**src/rtl/lfb_pkg.sv**
```systemverilog
package lfb_pkg;

    localparam int ADDR_W    = 32;
    localparam int DW_W      = 64;
    localparam int BEATS     = 4;
    localparam int N_ENT     = 4;
    localparam int TAG_W     = 6;

    localparam int BIDX_W    = $clog2(BEATS);
    localparam int OFF_W     = $clog2(BEATS * DW_W / 8);
    localparam int LINE_W    = ADDR_W - OFF_W;
    localparam int DWA_W     = LINE_W + BIDX_W;
    localparam int EID_W     = $clog2(N_ENT);
    localparam int LINE_BITS = BEATS * DW_W;

    typedef enum logic [1:0] {
        FS_IDLE  = 2'd0,
        FS_REQ   = 2'd1,
        FS_FILL  = 2'd2,
        FS_WRITE = 2'd3
    } fill_st_e;

    typedef enum logic [1:0] {
        MEI_I = 2'b00,
        MEI_E = 2'b01,
        MEI_M = 2'b10
    } mei_e;

    typedef struct packed {
        logic [LINE_W-1:0] line;
        logic [BIDX_W-1:0] crit;
        logic [TAG_W-1:0]  tag;
        logic              store;
    } miss_t;

    typedef struct packed {
        logic              valid;
        logic [TAG_W-1:0]  tag;
        logic [BIDX_W-1:0] idx;
    } waiter_t;

    function automatic logic [BIDX_W-1:0] wrap_idx(input logic [BIDX_W-1:0] crit,
                                                   input logic [BIDX_W-1:0] cnt);
        return crit + cnt;
    endfunction

    function automatic mei_e install_state(input logic dirty);
        return dirty ? MEI_M : MEI_E;
    endfunction

endpackage

```
**src/rtl/lfb_pick.sv**
```systemverilog
module lfb_pick #(
    parameter int N = 4
) (
    input  logic [N-1:0] req,
    output logic [N-1:0] gnt,
    output logic         any
);
    always_comb begin
        gnt = '0;
        for (int i = N - 1; i >= 0; i--) begin
            if (req[i]) begin
                gnt    = '0;
                gnt[i] = 1'b1;
            end
        end
    end

    assign any = |req;
endmodule

```
**src/rtl/lfb_entry.sv**
```systemverilog
module lfb_entry
    import lfb_pkg::*;
(
    input  logic                  clk,
    input  logic                  rst,
    input  logic                  alloc_i,
    input  miss_t                 new_i,
    input  logic                  join_i,
    input  waiter_t               join_w_i,
    input  logic                  join_store_i,
    input  logic                  grant_i,
    input  logic                  beat_i,
    input  logic [DW_W-1:0]       beat_data_i,
    output fill_st_e              state_o,
    output logic [LINE_W-1:0]     line_o,
    output logic [BIDX_W-1:0]     crit_o,
    output logic [TAG_W-1:0]      tag_o,
    output logic                  dirty_o,
    output waiter_t               waiter_o,
    output logic [LINE_BITS-1:0]  data_o,
    output logic                  first_beat_o
);
    localparam logic [BIDX_W-1:0] LAST_CNT = BIDX_W'(BEATS - 1);

    fill_st_e          state_q;
    miss_t             req_q;
    logic [BIDX_W-1:0] cnt_q;
    logic              dirty_q;
    waiter_t           wait_q;
    logic [DW_W-1:0]   buf_q [BEATS];

    always_ff @(posedge clk) begin
        if (rst) begin
            state_q <= FS_IDLE;
            req_q   <= '0;
            cnt_q   <= '0;
            dirty_q <= 1'b0;
            wait_q  <= '0;
        end else begin
            case (state_q)
                FS_IDLE, FS_WRITE: begin
                    if (alloc_i) begin
                        state_q <= FS_REQ;
                        req_q   <= new_i;
                        dirty_q <= new_i.store;
                        cnt_q   <= '0;
                        wait_q  <= '0;
                    end else begin
                        state_q <= FS_IDLE;
                        wait_q  <= '0;
                    end
                end
                FS_REQ: begin
                    if (grant_i) state_q <= FS_FILL;
                end
                FS_FILL: begin
                    if (beat_i) begin
                        cnt_q <= cnt_q + 1'b1;
                        if (cnt_q == LAST_CNT) state_q <= FS_WRITE;
                    end
                end
                default: state_q <= FS_IDLE;
            endcase
            if (join_i && (state_q == FS_REQ || state_q == FS_FILL)) begin
                wait_q  <= join_w_i;
                dirty_q <= dirty_q | join_store_i;
            end
        end
    end

    always_ff @(posedge clk) begin
        if (beat_i && state_q == FS_FILL)
            buf_q[wrap_idx(req_q.crit, cnt_q)] <= beat_data_i;
    end

    for (genvar b = 0; b < BEATS; b++) begin : g_pack
        assign data_o[b*DW_W +: DW_W] = buf_q[b];
    end

    assign state_o      = state_q;
    assign line_o       = req_q.line;
    assign crit_o       = req_q.crit;
    assign tag_o        = req_q.tag;
    assign dirty_o      = dirty_q;
    assign waiter_o     = wait_q;
    assign first_beat_o = beat_i && state_q == FS_FILL && cnt_q == '0;

    AST_BEAT_ONLY_FILL: assert property (@(posedge clk) disable iff (rst)
        beat_i |-> state_q == FS_FILL);
    AST_WRITE_SINGLE: assert property (@(posedge clk) disable iff (rst)
        state_q == FS_WRITE |=> state_q != FS_WRITE);
    AST_GRANT_IN_REQ: assert property (@(posedge clk) disable iff (rst)
        grant_i |-> state_q == FS_REQ);
    AST_JOIN_ONCE: assert property (@(posedge clk) disable iff (rst)
        join_i |-> !wait_q.valid);
    AST_ALLOC_FREE: assert property (@(posedge clk) disable iff (rst)
        alloc_i |-> (state_q == FS_IDLE || state_q == FS_WRITE));
endmodule

```
**src/rtl/cwf_line_fill.sv**
```systemverilog
module cwf_line_fill
    import lfb_pkg::*;
(
    input  logic                 clk,
    input  logic                 rst,
    input  logic                 miss_valid,
    input  logic [DWA_W-1:0]     miss_dwaddr,
    input  logic [TAG_W-1:0]     miss_tag,
    input  logic                 miss_store,
    output logic                 miss_ready,
    output logic                 bus_req_valid,
    output logic [EID_W-1:0]     bus_req_id,
    output logic [DWA_W-1:0]     bus_req_addr,
    input  logic                 bus_req_ready,
    input  logic                 beat_valid,
    input  logic [EID_W-1:0]     beat_id,
    input  logic [DW_W-1:0]      beat_data,
    output logic                 fwd_valid,
    output logic [TAG_W-1:0]     fwd_tag,
    output logic [DW_W-1:0]      fwd_data,
    output logic                 wr_valid,
    output logic [LINE_W-1:0]    wr_line,
    output logic [LINE_BITS-1:0] wr_data,
    output logic [1:0]           wr_state,
    output logic                 join_valid,
    output logic [TAG_W-1:0]     join_tag,
    output logic [DW_W-1:0]      join_data
);
    fill_st_e             ent_st    [N_ENT];
    logic [LINE_W-1:0]    ent_line  [N_ENT];
    logic [BIDX_W-1:0]    ent_crit  [N_ENT];
    logic [TAG_W-1:0]     ent_tag   [N_ENT];
    logic                 ent_dirty [N_ENT];
    waiter_t              ent_wait  [N_ENT];
    logic [LINE_BITS-1:0] ent_data  [N_ENT];

    logic [N_ENT-1:0] first_vec, match_vec, free_vec, live_vec, wait_vec;
    logic [N_ENT-1:0] reqst_vec, write_vec, alloc_gnt, bus_gnt, alloc_vec, join_vec, beat_vec;
    logic             any_free, any_bus, any_match, match_ok, alloc_go, join_go;

    miss_t   new_miss;
    waiter_t new_wait;

    assign new_miss.line  = miss_dwaddr[DWA_W-1:BIDX_W];
    assign new_miss.crit  = miss_dwaddr[BIDX_W-1:0];
    assign new_miss.tag   = miss_tag;
    assign new_miss.store = miss_store;
    assign new_wait.valid = 1'b1;
    assign new_wait.tag   = miss_tag;
    assign new_wait.idx   = miss_dwaddr[BIDX_W-1:0];

    always_comb begin
        for (int i = 0; i < N_ENT; i++) begin
            live_vec[i]  = ent_st[i] == FS_REQ || ent_st[i] == FS_FILL;
            free_vec[i]  = ent_st[i] == FS_IDLE || ent_st[i] == FS_WRITE;
            reqst_vec[i] = ent_st[i] == FS_REQ;
            write_vec[i] = ent_st[i] == FS_WRITE;
            wait_vec[i]  = ent_wait[i].valid;
            match_vec[i] = ent_st[i] != FS_IDLE && ent_line[i] == new_miss.line;
            beat_vec[i]  = beat_valid && beat_id == EID_W'(i);
        end
    end

    lfb_pick #(.N(N_ENT)) u_alloc_pick (.req(free_vec),  .gnt(alloc_gnt), .any(any_free));
    lfb_pick #(.N(N_ENT)) u_bus_pick   (.req(reqst_vec), .gnt(bus_gnt),   .any(any_bus));

    assign any_match  = |match_vec;
    assign match_ok   = |(match_vec & live_vec & ~wait_vec);
    assign miss_ready = any_match ? match_ok : any_free;
    assign alloc_go   = miss_valid && !any_match && any_free;
    assign join_go    = miss_valid && any_match && match_ok;
    assign alloc_vec  = alloc_go ? alloc_gnt : '0;
    assign join_vec   = join_go ? match_vec : '0;

    for (genvar g = 0; g < N_ENT; g++) begin : g_ent
        lfb_entry u_ent (
            .clk          (clk),
            .rst          (rst),
            .alloc_i      (alloc_vec[g]),
            .new_i        (new_miss),
            .join_i       (join_vec[g]),
            .join_w_i     (new_wait),
            .join_store_i (miss_store),
            .grant_i      (bus_gnt[g] && bus_req_ready),
            .beat_i       (beat_vec[g]),
            .beat_data_i  (beat_data),
            .state_o      (ent_st[g]),
            .line_o       (ent_line[g]),
            .crit_o       (ent_crit[g]),
            .tag_o        (ent_tag[g]),
            .dirty_o      (ent_dirty[g]),
            .waiter_o     (ent_wait[g]),
            .data_o       (ent_data[g]),
            .first_beat_o (first_vec[g])
        );
    end

    // Bus request and line-write multiplexers.
    always_comb begin
        bus_req_valid = any_bus;
        bus_req_id    = '0;
        bus_req_addr  = '0;
        wr_valid      = 1'b0;
        wr_line       = '0;
        wr_data       = '0;
        wr_state      = MEI_I;
        join_valid    = 1'b0;
        join_tag      = '0;
        join_data     = '0;
        for (int i = 0; i < N_ENT; i++) begin
            if (bus_gnt[i]) begin
                bus_req_id   = EID_W'(i);
                bus_req_addr = {ent_line[i], ent_crit[i]};
            end
            if (write_vec[i]) begin
                wr_valid   = 1'b1;
                wr_line    = ent_line[i];
                wr_data    = ent_data[i];
                wr_state   = install_state(ent_dirty[i]);
                join_valid = ent_wait[i].valid;
                join_tag   = ent_wait[i].tag;
                join_data  = ent_data[i][ent_wait[i].idx*DW_W +: DW_W];
            end
        end
    end

    // Critical double word is forwarded the cycle after it lands.
    logic [TAG_W-1:0] first_tag;
    always_comb begin
        first_tag = '0;
        for (int i = 0; i < N_ENT; i++)
            if (first_vec[i]) first_tag = ent_tag[i];
    end

    always_ff @(posedge clk) begin
        if (rst) begin
            fwd_valid <= 1'b0;
            fwd_tag   <= '0;
            fwd_data  <= '0;
        end else begin
            fwd_valid <= |first_vec;
            if (|first_vec) begin
                fwd_tag  <= first_tag;
                fwd_data <= beat_data;
            end
        end
    end

    // Checker-side view: two live entries must never share a line.
    logic dup_live;
    always_comb begin
        dup_live = 1'b0;
        for (int i = 0; i < N_ENT; i++)
            for (int j = i + 1; j < N_ENT; j++)
                if (live_vec[i] && live_vec[j] && ent_line[i] == ent_line[j])
                    dup_live = 1'b1;
    end

    AST_ONE_WRITER: assert property (@(posedge clk) disable iff (rst)
        $onehot0(write_vec));
    AST_NO_DUP_LINE: assert property (@(posedge clk) disable iff (rst)
        !dup_live);
    AST_FWD_AFTER_BEAT: assert property (@(posedge clk) disable iff (rst)
        fwd_valid |-> $past(beat_valid));
    AST_STALL_WHEN_FULL: assert property (@(posedge clk) disable iff (rst)
        (miss_valid && !miss_ready && !any_match) |-> $countones(live_vec) == N_ENT);
    AST_STATE_NOT_INVALID: assert property (@(posedge clk) disable iff (rst)
        wr_valid |-> wr_state != MEI_I);
endmodule

```
**config.mk**
```make
export PLATFORM = sky130hd
export DESIGN_NAME = cwf_line_fill
export DESIGN_NICKNAME = d
export VERILOG_FILES = /design/src/rtl/lfb_pkg.sv /design/src/rtl/lfb_pick.sv /design/src/rtl/lfb_entry.sv /design/src/rtl/cwf_line_fill.sv
export SDC_FILE = /design/constraint.sdc
export NUM_CORES = 2
export LEC_CHECK = 0
export ABC_CLOCK_PERIOD_IN_PS = 7350
export BUFFER_PORTS_ARGS = -buffer_cell sky130_fd_sc_hd__buf_4
export CAP_MARGIN = 20
export CORE_ASPECT_RATIO = 1.2
export CORE_UTILIZATION = 28
export CTS_BUF_LIST = sky130_fd_sc_hd__clkbuf_8
export CTS_CLUSTER_SIZE = 8
export DETAILED_ROUTE_END_ITERATION = 10
export MAX_ROUTING_LAYER = met4
export PLACE_DENSITY = 0.5
export RECOVER_POWER = 25
export SETUP_SLACK_MARGIN = 0.05
export SLEW_MARGIN = 0
export SYNTH_ARGS = -nofsm -noshare
export SYNTH_HDL_FRONTEND = slang
export SYNTH_SLANG_ARGS = --single-unit
export TNS_END_PERCENT = 20
```
**constraint.sdc**
```tcl
create_clock -name clk -period 7.35 [get_ports clk]
set_clock_uncertainty 0.1 [all_clocks]
set_input_delay 0 -clock clk [delete_from_list [all_inputs] [get_ports clk]]
set_output_delay 0 -clock clk [all_outputs]
set_load 0.01 [all_outputs]
```
Yosys cells after proc, flatten, opt, wreduce, memory -nomap -nowiden --
Memory sizes are Yosys's and may differ from the RTL's. Cells that the tools add are included.
Cells by class: $add $sub $neg 8, multipliers 0, divide/modulo/power cells 0, $lt $le $gt $ge 0, eq/ne operators 39, shift-type cells 4, mux-type cells 114, bitwise operators 7, reductions and logical operators 87
Operator list (count):
- two-way mux 256 bit | 4
- variable part select 256 x 9 -> 64 bit | 4
- two-way mux 64 bit | 4
- two-way mux 29 bit | 4
- equality test 27 bit | 4
- two-way mux 27 bit | 4
- two-way mux 9 bit | 8
- two-way mux 2 bit | 30
- two-way mux 6 bit | 8
- two-way mux 4 bit | 10
- two-way mux 1 bit | 34
- nonzero test 2 bit | 16
- equality test 2 bit, second input constant | 14
- logical AND 1 bit | 28
- != test 2 x 1 -> 1 bit, second input constant | 12
- case mux 2 bit (3 select lines) | 4
- AND reduction 3 bit | 8
- OR reduction 4 bit | 5
- logical NOT 2 bit | 9
- case mux 2 bit (2 select lines) | 4
- AND reduction 2 bit | 8
- equality test 2 x 1 -> 1 bit, second input constant | 5
- adder 2 x 1 -> 2 bit, second input constant | 4
- adder 2 bit | 4
- other kinds (7) | 24
Word-level totals: register bits 267, latch bits 0, bits in writable memories 1024, ROM bits 0, input port bits 107, output and inout port bits 461, logic and storage cells 302, memories 4
Memory list:
- g_ent[0].u_ent.buf_q | words 4, bits a word 64, rd ports 4, clocked after memory_dff 0, wr ports 1, RTL line lfb_entry.sv:30 | logic [DW_W-1:0] buf_q [BEATS];
- g_ent[1].u_ent.buf_q | words 4, bits a word 64, rd ports 4, clocked after memory_dff 0, wr ports 1, RTL line lfb_entry.sv:30
- g_ent[2].u_ent.buf_q | words 4, bits a word 64, rd ports 4, clocked after memory_dff 0, wr ports 1, RTL line lfb_entry.sv:30
- g_ent[3].u_ent.buf_q | words 4, bits a word 64, rd ports 4, clocked after memory_dff 0, wr ports 1, RTL line lfb_entry.sv:30

Logic depth before layout (Yosys ltp) --
depth after elaboration 10, depth in mapped cells 11, gate-level depth less buffers 9

Hierarchy --
A second synthesis with hierarchy kept.
Unflattened totals: cells, all modules 4948, area, all modules 59910.0 um^2
Modules (own cells, without submodules):
- lfb_entry | instances 4, cells each 486, area each 9689.3 um^2, sequential area each 8668.3 um^2
- cwf_line_fill | instances 1, cells each 2994, area each 21072.7 um^2, sequential area each 1421.4 um^2
- lfb_pick | instances 2, cells each 5, area each 40.0 um^2, sequential area each 0.0 um^2

Worst setup path before layout --
No wires, ideal clock.
path kind register -> register, start point register g_ent[1].u_ent.cnt_q[0], end point memory g_ent[1].u_ent.buf_q[2][0] (enable), library setup time 565 ps, arrival time 5292 ps, required time 6685 ps, slack 1394 ps, stages on the path, launching flop included 5, path buffers 0, period minus slack after synthesis 5956 ps, path through dfxtp_1 -> ha_1 -> xnor2_1 -> xor2_1 -> nor3_1
Between the ends: cells in the longest elaborated chain, start to end 1
RTL lines:
- from (decl) | RTL line lfb_entry.sv:27 | logic [BIDX_W-1:0] cnt_q;
- from (signal assigned) | RTL line lfb_entry.sv:58 | cnt_q <= cnt_q + 1'b1;
- adder 2 bit | RTL line lfb_pkg.sv:44 | return crit + cnt;
- to (decl) | RTL line lfb_entry.sv:30
No other way between the ends.

Final worst setup path --
start point register g_ent[3].u_ent.req_q (netlist bit g_ent[3].u_ent.line_o[24]), end point register g_ent[1].u_ent.wait_q (netlist bit g_ent[1].u_ent.waiter_o[1])
Between the ends: cells in the longest elaborated chain, start to end 9, elaborated cells on any way between the ends 12, those cells by class 1 x eq/ne; 2 x mux; 2 x bitwise; 7 x reduce/logical
RTL lines:
- from (decl) | RTL line lfb_entry.sv:26 | miss_t req_q;
- from (signal assigned) | RTL line lfb_entry.sv:44 | req_q <= new_i;
- equality test 27 bit * | RTL line cwf_line_fill.sv:59 | match_vec[i] = ent_st[i] != FS_IDLE && ent_line[i] == new_miss.line;
- logical AND 1 bit * | RTL line cwf_line_fill.sv:59
- AND 4 bit (2 in a row) | RTL line cwf_line_fill.sv:68 | assign match_ok = |(match_vec & live_vec & ~wait_vec);
- OR reduction 4 bit | RTL line cwf_line_fill.sv:68
- logical AND 1 bit * | RTL line cwf_line_fill.sv:71 | assign join_go = miss_valid && any_match && match_ok;
- two-way mux 4 bit * | RTL line cwf_line_fill.sv:73 | assign join_vec = join_go ? match_vec : '0;
- logical AND 1 bit * | RTL line lfb_entry.sv:64 | if (join_i && (state_q == FS_REQ || state_q == FS_FILL)) begin
- two-way mux 9 bit / nonzero test 2 bit (equally long branches)
- to (signal assigned) | RTL line lfb_entry.sv:65 | wait_q <= join_w_i;
- to (decl) | RTL line lfb_entry.sv:29 | waiter_t wait_q;
Every way passes the cells marked *; elsewhere a longest branch is shown, timed or not. A chain may end at the register's enable or synchronous reset.

==> run summary <==
Vias per cell -> 5.221
Worst Path Required -> 8.16 ns
Hold Path Class -> in2reg
Crit-path max FO -> 18
Maximum vdd drop -> 0.1769 mV
Syn nets -> 4798
Reg2reg end -> g_ent[1].u_ent.waiter_o[1]$_SDFFE_PP0P_
Die span in y -> 506.9 microns
Internal power -> 12230 uW
Crit path capture type -> flop
Wirelength per Cell -> 26.84 microns
GRT Util Overall -> 20.90%
Minimum clock period -> 5.141 ns
DRT Wirelength -> 223400 microns
Yosys cell types -> 69
Seq cells post-synth -> 1291
Startpoint types -> flop
Arrival @ worst endpoint -> 5.95 ns
Avg Synthesized Cell Area -> 12.76 sq um
Crit path max-delay family -> buffers and inverters
Slowest cell on crit path -> a211oi_4
R2r setup slk -> 2.21 ns
Clk Latency, worst-skew pair -> 1.00 ns
Fill cells -> 20.81k
Most used cell, CP -> dlygate4sd3_1
# port buffers -> 567
Final cell count without fillers -> 8325
Final Hold Viols -> 0
Max_cap viols -> 0
Violated checks -> max-slew violations
Most frequent cells in the layout -> edfxtp_1, nand2_1, buf_4, o21ai_0, nor2_1
Final Max Tran Viols -> 117
Maximum number of pins on one net before global-route repair -> 257
R2r startpoint -> g_ent[3].u_ent.line_o[24]$_SDFFE_PP0P_
Max_slew headroom -> -8.246%
Core area -> 0.2102 sq mm
Worst path max stage delay -> 0.96 ns
Num CTS Buffers -> 219
CTS tree -> yes
Cells along the critical path -> xor2_1 -> nor4_1 -> nand4_1 -> dlygate4sd3_1 -> nor4_4 -> a31oi_2 -> a211oi_4 -> nand2_2 -> dlygate4sd3_1 -> a21oi_2 -> dlygate4sd3_1
First-pass GRT wire length -> 316400 microns
Crit path buf inv count -> 3
RSZ-0062 raised after global routing -> no
Detailed placer's ending HPWL -> 132700 microns
Dominant cell type by area after synthesis -> edfxtp_1
P_leak -> 0.02450 uW
HP Start -> beat_data[6]
Post-synthesis sequential area ratio -> 60.68%
Share of post-route cells with drive strength above 1 -> 22.88%
DR vias -> 43.46k
Gr ovfl total -> 0
Main flop type after synthesis -> edfxtp_1
Clock share of power -> 36.3%
CTS max path bufs -> 3
Setup slack after layout -> 2.209 ns
Clock root buffer master -> clkbuf_8
Number of cell rows -> 184
Placed cell count -> 7662
Placer Congestion -> 0.8321
Post-cts gate resize count -> 0
IO Pins -> 568
Number of synthesis warnings -> 0
Vias in the first global route -> 43.58k
Setup_tns -> 0 ns
Syn Std Cell Area -> 0.05948 sq mm
EDFF count, synth -> 1024
Post-DRT Antenna Nets -> 0
Cells after Synth -> 4663
Worst-Margin Slew -> 1.624 ns
Sequential power share -> 47.4%
Die area -> 0.2143 sq mm
Max Clock Freq -> 194.5 MHz
Kind of critical path -> reg2reg
DRT iter0 DRCs -> 3850
End of the worst hold path -> fwd_data[6]$_SDFFE_PP0P_
Outcome -> finished, violations left
Detailed Routing Iterations Pass 1 -> 5
Area Growth Syn to Fin -> 22.61%
FFs w/ async S/R, synth -> 0%
Worst r2r path cells -> 11
H-tree levels -> 4
Synth top area share -> 51.70%
Clk sinks -> 1291
DRC violations left -> 0
WHS Path Cells -> 4
Top cells by area, synth -> edfxtp_1, mux4_2, dfxtp_1, a221o_1, o21ai_0
Nets -> 5472
Die W -> 422.8 microns
Initial antenna violation count -> 6
Psw -> 5040 uW
Final critical-path share of the clock period -> 69.95%
Clock transition at path regs -> 0.06 ns
Combinational power share -> 16.3%
Setup violators final -> 0
Sw frac -> 29.18%
Most common cell after layout, fill and taps aside -> edfxtp_1
Dpl ws -> 3.435 ns
Power per Cell Area -> 236.8 mW/mm^2
Initial Utilization -> 28.30%
[area by class of cell]
cell class / count / area, sq um / share of cell area, %
clock buffer: 236 / 3248 / 4.454
multi-input combinational: 2902 / 21580 / 29.59
sequential: 1291 / 36120 / 49.53
inverter: 35 / 138.9 / 0.1904
clock inverter: 173 / 930.9 / 1.276
antenna: 10 / 25.02 / 0.03431
tap: 2790 / 3491 / 4.787
timing repair buffer: 888 / 7391 / 10.13
[registers in the layout, indices dropped and copies added (netlist names)]
register,count
g_ent.u_ent.buf_q,1024
g_ent.u_ent.line_o,108
fwd_data,64
g_ent.u_ent.waiter_o,36
g_ent.u_ent.tag_o,24
g_ent.u_ent.cnt_q,8
g_ent.u_ent.crit_o,8
g_ent.u_ent.state_o,8
fwd_tag,6
g_ent.u_ent.dirty_o,4
fwd_valid,1
[power groups by stage]
stage               clock network [uW]  logic, uW  registers, uW
finish                            6270       2810           8190
global route                      6740       2980           8210
CTS                               6470       2830           8190
detailed placement                   0       2710           8340
global placement                     0       2710           8330
floorplan                            0       1450           8320
[timing repair]
item                      in CTS  in global routing
hold endpoints to repair    1628                  0
hold buffers                 244                  0
setup buffers                  0                  0
[layer usage]
| layer | part of all wire [%] | vias to the layer above | wire length, microns | track usage [%] |
|---|---|---|---|---|
| met3 | 5.2 | 374 | 11610 | 3.243 |
| met5 | 0 | - | 0 | - |
| met1 | 42 | 22230 | 92850 | 25.70 |
| met2 | 50 | 1558 | 111100 | 34.64 |
| li1 | - | 19300 | - | - |
| met4 | 3.5 | 0 | 7879 | 7.629 |
[cell families after synthesis]
logic type,share of synthesized area [%]
mux,11.79
fa+ha+maj,0.5890
xor+xnor,1.767
compound gates,13.98
flops,60.68
buf+inv,3.336
simple gates,7.857
[worst max-delay path by stage]
stage	start	end	slack, ns	cells past startpoint
after floorplan	g_ent[1].u_ent.cnt_q[0]$_SDFFE_PP0P_	g_ent[1].u_ent.buf_q[2][0]$_DFFE_PP_	1.39	4
after global placement	g_ent[1].u_ent.state_o[0]$_SDFFE_PP0P_	g_ent[1].u_ent.waiter_o[2]$_SDFFE_PP0P_	3.51	8
after detailed placement	g_ent[1].u_ent.state_o[0]$_SDFFE_PP0P_	g_ent[1].u_ent.waiter_o[2]$_SDFFE_PP0P_	3.44	8
after CTS	g_ent[3].u_ent.line_o[17]$_SDFFE_PP0P_	g_ent[1].u_ent.waiter_o[1]$_SDFFE_PP0P_	2.26	11
after global routing	g_ent[3].u_ent.state_o[0]$_SDFFE_PP0P_	g_ent[1].u_ent.waiter_o[1]$_SDFFE_PP0P_	1.97	12
final	g_ent[3].u_ent.line_o[24]$_SDFFE_PP0P_	g_ent[1].u_ent.waiter_o[1]$_SDFFE_PP0P_	2.21	11
[synth_stat cells, types with 3 or more instances]
| cell type | instances |
|---|---|
| nor2b_1 | 3 |
| mux4_2 | 256 |
| a211oi_4 | 3 |
| a222oi_1 | 6 |
| nand2_2 | 9 |
| a21oi_1 | 229 |
| dfxtp_1 | 267 |
| edfxtp_1 | 1024 |
| and3_1 | 4 |
| nand3_1 | 25 |
| o31ai_1 | 64 |
| buf_6 | 18 |
| mux2_2 | 7 |
| buf_4 | 15 |
| a21oi_2 | 12 |
| buf_2 | 16 |
| xor2_1 | 75 |
| xnor2_1 | 45 |
| buf_1 | 48 |
| nor3_1 | 13 |
| nor2_1 | 329 |
| a221oi_1 | 64 |
| and2_1 | 3 |
| inv_1 | 34 |
| nand4_1 | 13 |
| or2_2 | 9 |
| clkbuf_1 | 331 |
| ha_1 | 28 |
| nor4_4 | 4 |
| nor4_1 | 20 |
| o21ai_0 | 554 |
| a221o_1 | 285 |
| mux2i_1 | 117 |
| a31oi_1 | 3 |
| nand3b_1 | 27 |
| nand2_1 | 656 |
| clkbuf_2 | 7 |
[worst register-to-register path, stage by stage, from the launching register on]
cell and delay [ns]:
dfxtp_1 0.34, xor2_1 0.15, nor4_1 0.64, nand4_1 0.19, dlygate4sd3_1 0.64, nor4_4 0.36, a31oi_2 0.29, a211oi_4 0.96
nand2_2 0.09, dlygate4sd3_1 0.60, a21oi_2 0.13, dlygate4sd3_1 0.55
[through the flow]
stage               power, uW  util (%)  hold WS (ns)  instance area (sq um)
floorplan                9767         -     -0.001131                  59480
global placement        11040     31.52        0.2147                  66250
detailed placement      11050     31.53        0.2168                  66280
CTS                     17490     34.69      0.007095                  72920
global route            17920     34.70       0.09236                  72930
finish                  17270     34.70        0.1177                  72930
(Power assumes the default switching activity.)
